## config.mk

```make
export PLATFORM = sky130hd
export DESIGN_NAME = bank_mem_decoder
export DESIGN_NICKNAME = d
export VERILOG_FILES = /design/src/rtl/bmd_pkg.sv /design/src/rtl/bmd_region_decode.sv /design/src/rtl/bmd_byte_store.sv /design/src/rtl/bmd_prog_wait.sv /design/src/rtl/bank_mem_decoder.sv
export SDC_FILE = /design/constraint.sdc
export NUM_CORES = 2
export LEC_CHECK = 0
export ABC_AREA = 1
export BUFFER_PORTS_ARGS = -buffer_cell sky130_fd_sc_hd__buf_4
export CAP_MARGIN = 20
export CORE_UTILIZATION = 50
export DETAILED_ROUTE_END_ITERATION = 16
export PLACE_DENSITY = 0.74
export SLEW_MARGIN = 20
export SYNTH_ARGS = -nofsm -noshare
export SYNTH_HDL_FRONTEND = slang
export SYNTH_HIERARCHICAL = 1
export SYNTH_SLANG_ARGS = --single-unit
```

## constraint.sdc

```tcl
create_clock -name clk -period 8.7 [get_ports clk]
set_input_delay 0.435 -clock clk [delete_from_list [all_inputs] [get_ports clk]]
set_output_delay 0.435 -clock clk [all_outputs]
set_load 0.01 [all_outputs]
```

## src/rtl/bmd_pkg.sv

```systemverilog
package bmd_pkg;
  typedef enum logic [2:0] {
    RG_CORE   = 3'd0,
    RG_SFR    = 3'd1,
    RG_GPR    = 3'd2,
    RG_COMMON = 3'd3,
    RG_NONE   = 3'd4,
    RG_PROG   = 3'd5
  } region_e;
endpackage

```

## src/rtl/bmd_region_decode.sv

```systemverilog
module bmd_region_decode
  import bmd_pkg::*;
#(
  parameter int BANK_W     = 5,
  parameter int OFS_W      = 7,
  parameter int CORE_CNT   = 12,
  parameter int SFR_END    = 32,
  parameter int COMMON_CNT = 16,
  parameter int GPR_BANKS  = 2,
  parameter int GPR_AW     = 8,
  parameter int COM_AW     = 4
) (
  input  logic [BANK_W-1:0] bank,
  input  logic [OFS_W-1:0]  ofs,
  output region_e           region,
  output logic [GPR_AW-1:0] gpr_idx,
  output logic [COM_AW-1:0] com_idx
);
  localparam int SPAN         = 1 << OFS_W;
  localparam int COM_START    = SPAN - COMMON_CNT;
  localparam int GPR_PER_BANK = COM_START - SFR_END;
  localparam logic [OFS_W-1:0]  CORE_END_L  = OFS_W'(CORE_CNT);
  localparam logic [OFS_W-1:0]  SFR_END_L   = OFS_W'(SFR_END);
  localparam logic [OFS_W-1:0]  COM_START_L = OFS_W'(COM_START);
  localparam logic [BANK_W:0]   BANKS_L     = (BANK_W+1)'(GPR_BANKS);

  logic bank_has_ram;
  assign bank_has_ram = {1'b0, bank} < BANKS_L;

  always_comb begin
    if (ofs < CORE_END_L)         region = RG_CORE;
    else if (ofs < SFR_END_L)     region = RG_SFR;
    else if (ofs >= COM_START_L)  region = RG_COMMON;
    else if (bank_has_ram)        region = RG_GPR;
    else                          region = RG_NONE;
  end

  assign gpr_idx = GPR_AW'(32'(bank) * GPR_PER_BANK + 32'(ofs) - SFR_END);
  assign com_idx = COM_AW'(ofs - COM_START_L);
endmodule

```

## src/rtl/bmd_byte_store.sv

```systemverilog
module bmd_byte_store #(
  parameter int DEPTH = 160,
  parameter int AW    = 8,
  parameter int DW    = 8
) (
  input  logic          clk,
  input  logic          rst_n,
  input  logic          we,
  input  logic [AW-1:0] waddr,
  input  logic [DW-1:0] wdata,
  input  logic          re,
  input  logic [AW-1:0] raddr,
  output logic [DW-1:0] rdata
);
  localparam logic [AW:0] DEPTH_L = (AW+1)'(DEPTH);

  logic [DW-1:0] mem [DEPTH];

  always_ff @(posedge clk) begin
    if (!rst_n) begin
      for (int i = 0; i < DEPTH; i++) mem[i] <= '0;
      rdata <= '0;
    end else begin
      if (we && ({1'b0, waddr} < DEPTH_L)) mem[waddr] <= wdata;
      if (re) rdata <= mem[raddr];
    end
  end

  // the decoder must never hand this store an index past its end
  a_r4_waddr_in_range: assert property (@(posedge clk) disable iff (!rst_n)
    we |-> ({1'b0, waddr} < DEPTH_L));
endmodule

```

## src/rtl/bmd_prog_wait.sv

```systemverilog
module bmd_prog_wait #(
  parameter int DW = 8
) (
  input  logic          clk,
  input  logic          rst_n,
  input  logic          start,
  input  logic [DW-1:0] pm_byte,
  output logic          busy,
  output logic          done,
  output logic [DW-1:0] byte_q
);
  always_ff @(posedge clk) begin
    if (!rst_n) begin
      busy   <= 1'b0;
      done   <= 1'b0;
      byte_q <= '0;
    end else begin
      busy <= start;
      done <= busy;
      if (busy) byte_q <= pm_byte;
    end
  end

  // the wait lasts one cycle only
  a_r8_single_wait: assert property (@(posedge clk) disable iff (!rst_n)
    busy |=> !busy);
  // the wait cycle is always followed by the response
  a_r7_done_after_wait: assert property (@(posedge clk) disable iff (!rst_n)
    busy |=> done);
endmodule

```

## src/rtl/bank_mem_decoder.sv

```systemverilog
module bank_mem_decoder
  import bmd_pkg::*;
#(
  parameter int BANK_W     = 5,
  parameter int OFS_W      = 7,
  parameter int PTR_W      = 16,
  parameter int DW         = 8,
  parameter int CORE_CNT   = 12,
  parameter int SFR_END    = 32,
  parameter int COMMON_CNT = 16,
  parameter int GPR_BANKS  = 2
) (
  input  logic              clk,
  input  logic              rst_n,
  input  logic              req_valid,
  output logic              req_ready,
  input  logic              req_write,
  input  logic              req_indirect,
  input  logic [BANK_W-1:0] req_bsr,
  input  logic [OFS_W-1:0]  req_ofs,
  input  logic [PTR_W-1:0]  req_ptr,
  input  logic [DW-1:0]     req_wdata,
  output logic              rsp_valid,
  output logic [DW-1:0]     rsp_rdata,
  output logic              reg_sel_core,
  output logic              reg_sel_sfr,
  output logic              reg_we,
  output logic [BANK_W-1:0] reg_bank,
  output logic [OFS_W-1:0]  reg_idx,
  output logic [DW-1:0]     reg_wdata,
  input  logic [DW-1:0]     reg_rdata,
  output logic              pm_en,
  output logic [PTR_W-2:0]  pm_addr,
  input  logic [DW-1:0]     pm_rdata_lo
);
  localparam int PM_BIT       = PTR_W - 1;
  localparam int GPR_PER_BANK = (1 << OFS_W) - COMMON_CNT - SFR_END;
  localparam int GPR_DEPTH    = GPR_BANKS * GPR_PER_BANK;
  localparam int GPR_AW       = $clog2(GPR_DEPTH);
  localparam int COM_AW       = $clog2(COMMON_CNT);

  // ---------------- address formation ----------------
  logic              acc, is_pm;
  logic [BANK_W-1:0] bank;
  logic [OFS_W-1:0]  ofs;
  region_e           region;
  logic [GPR_AW-1:0] gpr_idx;
  logic [COM_AW-1:0] com_idx;
  logic              busy, pm_done;
  logic [DW-1:0]     pm_byte_q;

  assign req_ready = !busy;
  assign acc       = req_valid && req_ready;
  assign is_pm     = req_indirect && req_ptr[PM_BIT];
  assign bank      = req_indirect ? req_ptr[BANK_W+OFS_W-1:OFS_W] : req_bsr;
  assign ofs       = req_indirect ? req_ptr[OFS_W-1:0]            : req_ofs;

  bmd_region_decode #(
    .BANK_W(BANK_W), .OFS_W(OFS_W), .CORE_CNT(CORE_CNT), .SFR_END(SFR_END),
    .COMMON_CNT(COMMON_CNT), .GPR_BANKS(GPR_BANKS), .GPR_AW(GPR_AW), .COM_AW(COM_AW)
  ) u_dec (
    .bank(bank), .ofs(ofs), .region(region), .gpr_idx(gpr_idx), .com_idx(com_idx)
  );

  // ---------------- register strobes ----------------
  logic data_acc;
  assign data_acc     = acc && !is_pm;
  assign reg_sel_core = data_acc && (region == RG_CORE);
  assign reg_sel_sfr  = data_acc && (region == RG_SFR);
  assign reg_we       = (reg_sel_core || reg_sel_sfr) && req_write;
  assign reg_bank     = bank;
  assign reg_idx      = ofs;
  assign reg_wdata    = req_wdata;

  // ---------------- RAM regions ----------------
  logic gpr_we, gpr_re, com_we, com_re;
  logic [DW-1:0] gpr_q, com_q;

  assign gpr_we = data_acc &&  req_write && (region == RG_GPR);
  assign gpr_re = data_acc && !req_write && (region == RG_GPR);
  assign com_we = data_acc &&  req_write && (region == RG_COMMON);
  assign com_re = data_acc && !req_write && (region == RG_COMMON);

  bmd_byte_store #(.DEPTH(GPR_DEPTH), .AW(GPR_AW), .DW(DW)) u_gpr (
    .clk(clk), .rst_n(rst_n), .we(gpr_we), .waddr(gpr_idx), .wdata(req_wdata),
    .re(gpr_re), .raddr(gpr_idx), .rdata(gpr_q)
  );

  bmd_byte_store #(.DEPTH(COMMON_CNT), .AW(COM_AW), .DW(DW)) u_com (
    .clk(clk), .rst_n(rst_n), .we(com_we), .waddr(com_idx), .wdata(req_wdata),
    .re(com_re), .raddr(com_idx), .rdata(com_q)
  );

  // ---------------- program memory path ----------------
  assign pm_en   = acc && is_pm && !req_write;
  assign pm_addr = req_ptr[PTR_W-2:0];

  bmd_prog_wait #(.DW(DW)) u_pw (
    .clk(clk), .rst_n(rst_n), .start(pm_en), .pm_byte(pm_rdata_lo),
    .busy(busy), .done(pm_done), .byte_q(pm_byte_q)
  );

  // ---------------- response ----------------
  logic          rd_q;
  region_e       src_q;
  logic [DW-1:0] ext_q;

  always_ff @(posedge clk) begin
    if (!rst_n) begin
      rd_q  <= 1'b0;
      src_q <= RG_NONE;
      ext_q <= '0;
    end else begin
      rd_q <= data_acc && !req_write;
      if (acc) src_q <= is_pm ? RG_PROG : region;
      if (reg_sel_core || reg_sel_sfr) ext_q <= reg_rdata;
    end
  end

  assign rsp_valid = rd_q || pm_done;

  always_comb begin
    unique case (src_q)
      RG_CORE, RG_SFR: rsp_rdata = ext_q;
      RG_GPR:          rsp_rdata = gpr_q;
      RG_COMMON:       rsp_rdata = com_q;
      RG_PROG:         rsp_rdata = pm_byte_q;
      default:         rsp_rdata = '0;
    endcase
  end

  // ---------------- assertions ----------------
  // data reads answer in the next cycle
  a_r10_read_latency: assert property (@(posedge clk) disable iff (!rst_n)
    (acc && !req_write && !is_pm) |=> rsp_valid);
  // writes never answer
  a_r10_write_silent: assert property (@(posedge clk) disable iff (!rst_n)
    (acc && req_write) |=> !rsp_valid);
  // program-memory writes neither stall nor fetch
  a_r9_pm_write_noop: assert property (@(posedge clk) disable iff (!rst_n)
    (acc && req_write && is_pm) |-> (!pm_en && !reg_sel_core && !reg_sel_sfr));
  // fetch stalls once, then answers
  a_r7_pm_answer: assert property (@(posedge clk) disable iff (!rst_n)
    pm_en |=> (!req_ready && !rsp_valid) ##1 (rsp_valid && req_ready));
  // at most one destination per access
  a_r3_one_target: assert property (@(posedge clk) disable iff (!rst_n)
    $onehot0({reg_sel_core, reg_sel_sfr, pm_en, gpr_we | gpr_re, com_we | com_re}));
endmodule

```

# After elaboration in Yosys (flattened, before gate mapping)
# Memory sizes are Yosys's and may differ from the RTL's. A register that Yosys moved wholly into a read port is not among the register bits.
# Index checks and enable logic that the tools add are counted.
[classes]
n_lt_le_gt_ge = 5
reduce_logical = 27
eq_ne = 7
multipliers = 1
add_sub_neg = 3
n_mux = 21
[ops]
columns = ["op", "count"]
rows = [
  ["8-bit case mux with 4 select lines", 1],
  ["8-bit two-way mux", 3],
  ["8-bit OR reduction", 2],
  ["1-bit logical AND", 15],
  ["3-bit two-way mux", 5],
  ["3-bit by 2-bit equality test with 1-bit output (second input constant)", 4],
  ["1-bit two-way mux", 9],
  ["8-bit by 7-bit adder with 8-bit output", 1],
  ["8-bit less-than comparator (second input constant)", 1],
  ["8-bit by 6-bit subtractor with 8-bit output (second input constant)", 1],
  ["7-bit >= comparator (second input constant)", 1],
  ["7-bit by 4-bit less-than comparator with 1-bit output (second input constant)", 1],
  ["7-bit by 6-bit less-than comparator with 1-bit output (second input constant)", 1],
  ["7-bit two-way mux", 1],
  ["3-bit by 1-bit equality test with 1-bit output (second input constant)", 2],
  ["3-bit logical NOT", 2],
  ["1-bit logical NOT", 5],
  ["5-bit by 2-bit less-than comparator with 1-bit output (second input constant)", 1],
  ["5-bit by 3-bit multiplier with 4-bit output (second input constant)", 1],
  ["5-bit two-way mux", 1],
  ["4-bit two-way mux", 1],
  ["4-bit by 1-bit subtractor with 4-bit output (second input constant)", 1],
  ["3-bit equality test (second input constant)", 1],
  ["1-bit logical OR", 2],
  ["2-bit OR reduction", 1],
]
[word_totals]
inputBits = 57
mem_bits_rw = 1408
elab_cells = 72
memories = 2
register_bits = 22
[memory_table]
columns = ["memory", "depth", "width", "read_ports", "rd_clocked_by_memory_dff", "wr", "line", "source"]
rows = [
  ["u_gpr.mem", 160, 8, 1, 1, 160, "bmd_byte_store.sv:17", "logic [DW-1:0] mem [DEPTH];"],
  ["u_com.mem", 16, 8, 1, 1, 16, "bmd_byte_store.sv:17", ""],
]

# Logic depth before layout (Yosys ltp)
[logic_depth]
ltp_word = 14
mapped_depth = 21
mapped_depth_nobuf = 18

# Cells and area by module
# The synthesis kept the hierarchy.
[by_module_without_submodules]
columns = ["module", "area_each_um2", "instances", "cells_each"]
rows = [
  ["bmd_byte_store (u_gpr)", 89071.7, 1, 8495],
  ["bmd_byte_store (u_com)", 6204.7, 1, 655],
  ["bank_mem_decoder", 1252.5, 1, 192],
  ["bmd_prog_wait", 405.4, 1, 57],
  ["bmd_region_decode", 290.3, 1, 49],
]

# Least setup slack after synthesis
# Ideal clock, no wire load.
[synth_path]
path_kind = "in2reg"
start = "input port req_indirect"
end = "memory u_gpr.mem[129][0] (enable)"
path_slack_ns = 4.982
n_path_buf = 2
t_arrival_ns = 3.389
required_time_ns = 8.371
stages = 17
path_cell_list = "buf_4 mux2_2 ha_1 inv_1 ha_1 inv_1 fa_1 inv_1 nand3_1 nand2_1 inv_1 nor2_1 inv_1 nor2_1 clkbuf_1 nand2_1 nand2_1"
[synth_lines]
columns = ["element", "line", "source"]
rows = [
  ["start: declaration", "bank_mem_decoder.sv:18", "input logic req_indirect,"],
  ["end: declaration", "bmd_byte_store.sv:17", ""],
]

==> metrics.md <==
| Metric | Value |
|---|---|
| Run status | finished clean |
| Yosys reg bits | 2214 |
| PwrDens | 223 nW/um2 |
| Startpoint types | input pin |
| Design area | 109000 um2 |
| Count leader, synth | nand2_1 |
| Net Sw Frac | 0.249 |
| Total number of vias | about 71000 |
| Final setup fails | 0 |
| Hold Path Class | input pin to flip-flop |
| Layout Skew | ~0.023 ns |
| Synthesized area | 97200 um2 |
| Peak VDD IR | 0.000212 V |
| Async SR Flop Fraction | 0 |
| Largest net degree at the start of global routing | roughly 230 |
| Commonest cells in the netlist | 2674 x nand2_1, 2176 x edfxtp_1, 2133 x nand3_1 |
| Starting Density | 0.504 |
| Post-synth EDFFs | approximately 2200 |
| Clock power share | 0.381 |
| Initial antenna violation count | 5 |
| RSZ-0062 raised after global routing | no |
| Worst Tran Pin Value | 1.26 ns |
| WP buf/inv | 5 |
| CP arrival | 5.06 ns |
| Max FO, Critical Path | 16 |
| Fin nets | 10000 |
| CP endpoint kind | flip-flop |
| Placed Area | around 100000 um2 |
| Comb pwr share | 0.107 |
| Ports | ~110 |
| Leading area contributor after synthesis | edfxtp_1 |
| Leak | 43.0 nW |
| Grt total ovfl | 0 |
| Pins over their slew limit | 0 |
| Simple-gate share of the synthesized area | 0.277 |
| Vias in the first global route | approximately 67000 |
| FP Rows | around 160 |
| Synth warn | 6 |
| Die Footprint | just under 200000 um2 |
| Fmax | ~0.22 GHz |
| Util after Layout | 0.565 |
| Clock root cell | clkbuf_16 |
| NetSw | between 6 and 7 mW |
| Worst skew pair latency | between 0.8 and 0.9 ns |
| Mux cell area share after synthesis | 0.00139 |
| Post_cts resized | 0 |
| Hold_buf cts | 32 |
| Post-DP HPWL | approximately 140000 um |
| Longest Clk Path Bufs | 3 |
| Critical Path Max Stage Delay | approximately 0.76 ns |
| Number of max-cap violations | 0 |
| CTS tree | yes |
| Slowest-stage cell, CP | nor4_2 |
| Hold Fails Final Rpt | 0 |
| DRC viols | 0 |
| Inst Count DP | roughly 12000 |
| Area grow syn2layout | 12.0% |
| XOR/XNOR Fraction of Synth Area | 0.0000901 |
| Sequential group share of total power | 0.512 |
| Clk sinks | between 2000 and 2500 |
| Synth top area share | 0.672 |
| Num CTS Buffers | ~210 |
| # port buffers | 99 |
| Layout Cells excl Fill | about 13000 |
| RePlAce Congestion | 0.887 |
| First-pass GRT wire length | between 300000 and 400000 um |
| Rel. slew slack | 0.162 |
| Fin crit share | 0.522 |
| Die X | 443 um |
| Setup TNS | 0 ns |
| Distinct cell type count after synthesis | 34 |
| Synth Area in Compound Gates | 0.000438 |
| H-tree depth | 4 |
| Dominant cells by area after synthesis | edfxtp_1 67%, nand3_1 11%, nand2_1 10% |
| Synth Area in Adders | 0.000849 |
| Share of post-route cells with drive strength above 1 | 0.0582 |
| Clock slew at reported path FFs | 0.06 ns |
| Antenna-violating nets left | 0 |
| Crit path max-delay family | simple AND/OR/NAND/NOR gates |
| Core area | 193000 um2 |
| Register area share after synthesis | 0.680 |
| Largest family of logic cells by synthesized area | simple AND/OR/NAND/NOR gates |
| DRT iter0 DRCs | 8309 |
| Routed WL | roughly 250000 um |
| WL per Instance | a little under 20 um |
| Post-layout min period | approximately 4.5 ns |
| Crit-path cells | buf_4 > mux2_2 > ha_1 > inv_1 > ha_1 > inv_1 > fa_2 > nand2_1 > nand2_1 > o21ai_0 > nand2_1 > nor2_1 > inv_2 > nor4_2 > buf_4 > nand2_1 > nand2_1 |
| Via density per instance | 5.59 |
| Syn Inst Count | around 9400 |
| Post-CTS setup buffers | 0 |
| Fin Hold WS | 0.117 ns |
| Worst EP required | 9.22 ns |
| Die H | between 400 and 500 um |
| GRT Total Usage | 0.247 |
| DR pass1 iterations | 7 |
| Most used DFF post-synth | edfxtp_1 |
| P_int | around 18 mW |
| CP most frequent cell | nand2_1 |
| Syn avg cell area | between 10 and 15 um2 |
| Critical path type | input pin to flip-flop |
[flip-flops by register name (all words and copies together), names as in the netlist]
signal,count
ext_q,8
rd_q,1
src_q,3
u_com/mem,128
u_com/rdata,8
u_gpr/mem,2048
u_gpr/rdata,8
u_pw/busy,1
u_pw/byte_q,8
u_pw/done,1
[power groups by stage]
stage | Clock [mW] | Sequential (mW) | Combinational (mW)
detailed placement | 0 | 12.7 | 2.50
finish | 9.24 | 12.4 | 2.59
global placement | 0 | 12.6 | 2.46
CTS | 9.34 | 12.4 | 2.52
floorplan | 0 | 12.6 | 1.66
global route | 9.74 | 12.5 | 2.79
[routing by layer]
| layer | global-route usage | vias to the layer above | routed length, um |
|---|---|---|---|
| li1 | - | 32500 | - |
| met1 | 0.319 | 33700 | 92400 |
| met2 | 0.403 | 3769 | 118000 |
| met3 | 0.0466 | 649 | 25800 |
| met4 | 0.116 | 4 | 11600 |
| met5 | 0.00342 | - | 113 |
[worst paths after layout]
check,startpoint,to,slack [ns],depth (start not counted)
setup / recovery,req_indirect,u_gpr/mem[39][3],4.16,17
hold / removal,req_ptr[15],ext_q[1],0.12,5
setup reg to reg,u_pw/busy,u_gpr/mem[39][3],4.59,12
hold reg to reg,u_pw/byte_q[4],u_pw/byte_q[4],0.49,2
[layout make-up]
class                   count  area (um2)
diodes                      2        5.00
inverters                 116         513
fillers                 15800       83800
repair buffers            220        1890
clock inverters           135        1440
clock buffers             251        5540
multi-input cells        7183       30300
well taps                2526        3160
flip-flops and latches   2214       66100
[placed cells by master (no fill, tap or decap), types with 14 or more instances in the layout]
cell type      count
clkinv_1          43
bufinv_16         27
nand3_1         2133
nand4_1           32
inv_1             97
nand2_2           19
clkbuf_1          34
nand2_1         2674
edfxtp_1        2176
inv_6             14
clkbuf_16        215
conb_1           768
nor2_2            14
buf_4            175
dfxtp_1           38
clkinv_2          39
nor2_1          1489
dlygate4sd3_1     32
[per-stage QoR]
step	power [mW]	worst slack, ns
after floorplan	14.3	4.98
after global placement	15.1	3.30
after detailed placement	15.2	3.35
after CTS	24.3	4.26
after global routing	25.0	4.03
final	24.3	4.16
[logic make-up after synthesis]
group,Yosys count
simple gates,6388
other cells,1
compound gates,8
buf+inv,818
flops,2214
fa+ha+maj,6
mux,12
xor+xnor,1
[worst reg2reg max path, delay by kind of cell (launching register included)]
kind                   cells  cell delay (ns)
AND/OR/NAND/NOR            9             2.33
buffers and inverters      3             0.89
flip-flops                 1             0.56
Note: power is estimated with default switching activity, not from simulation.
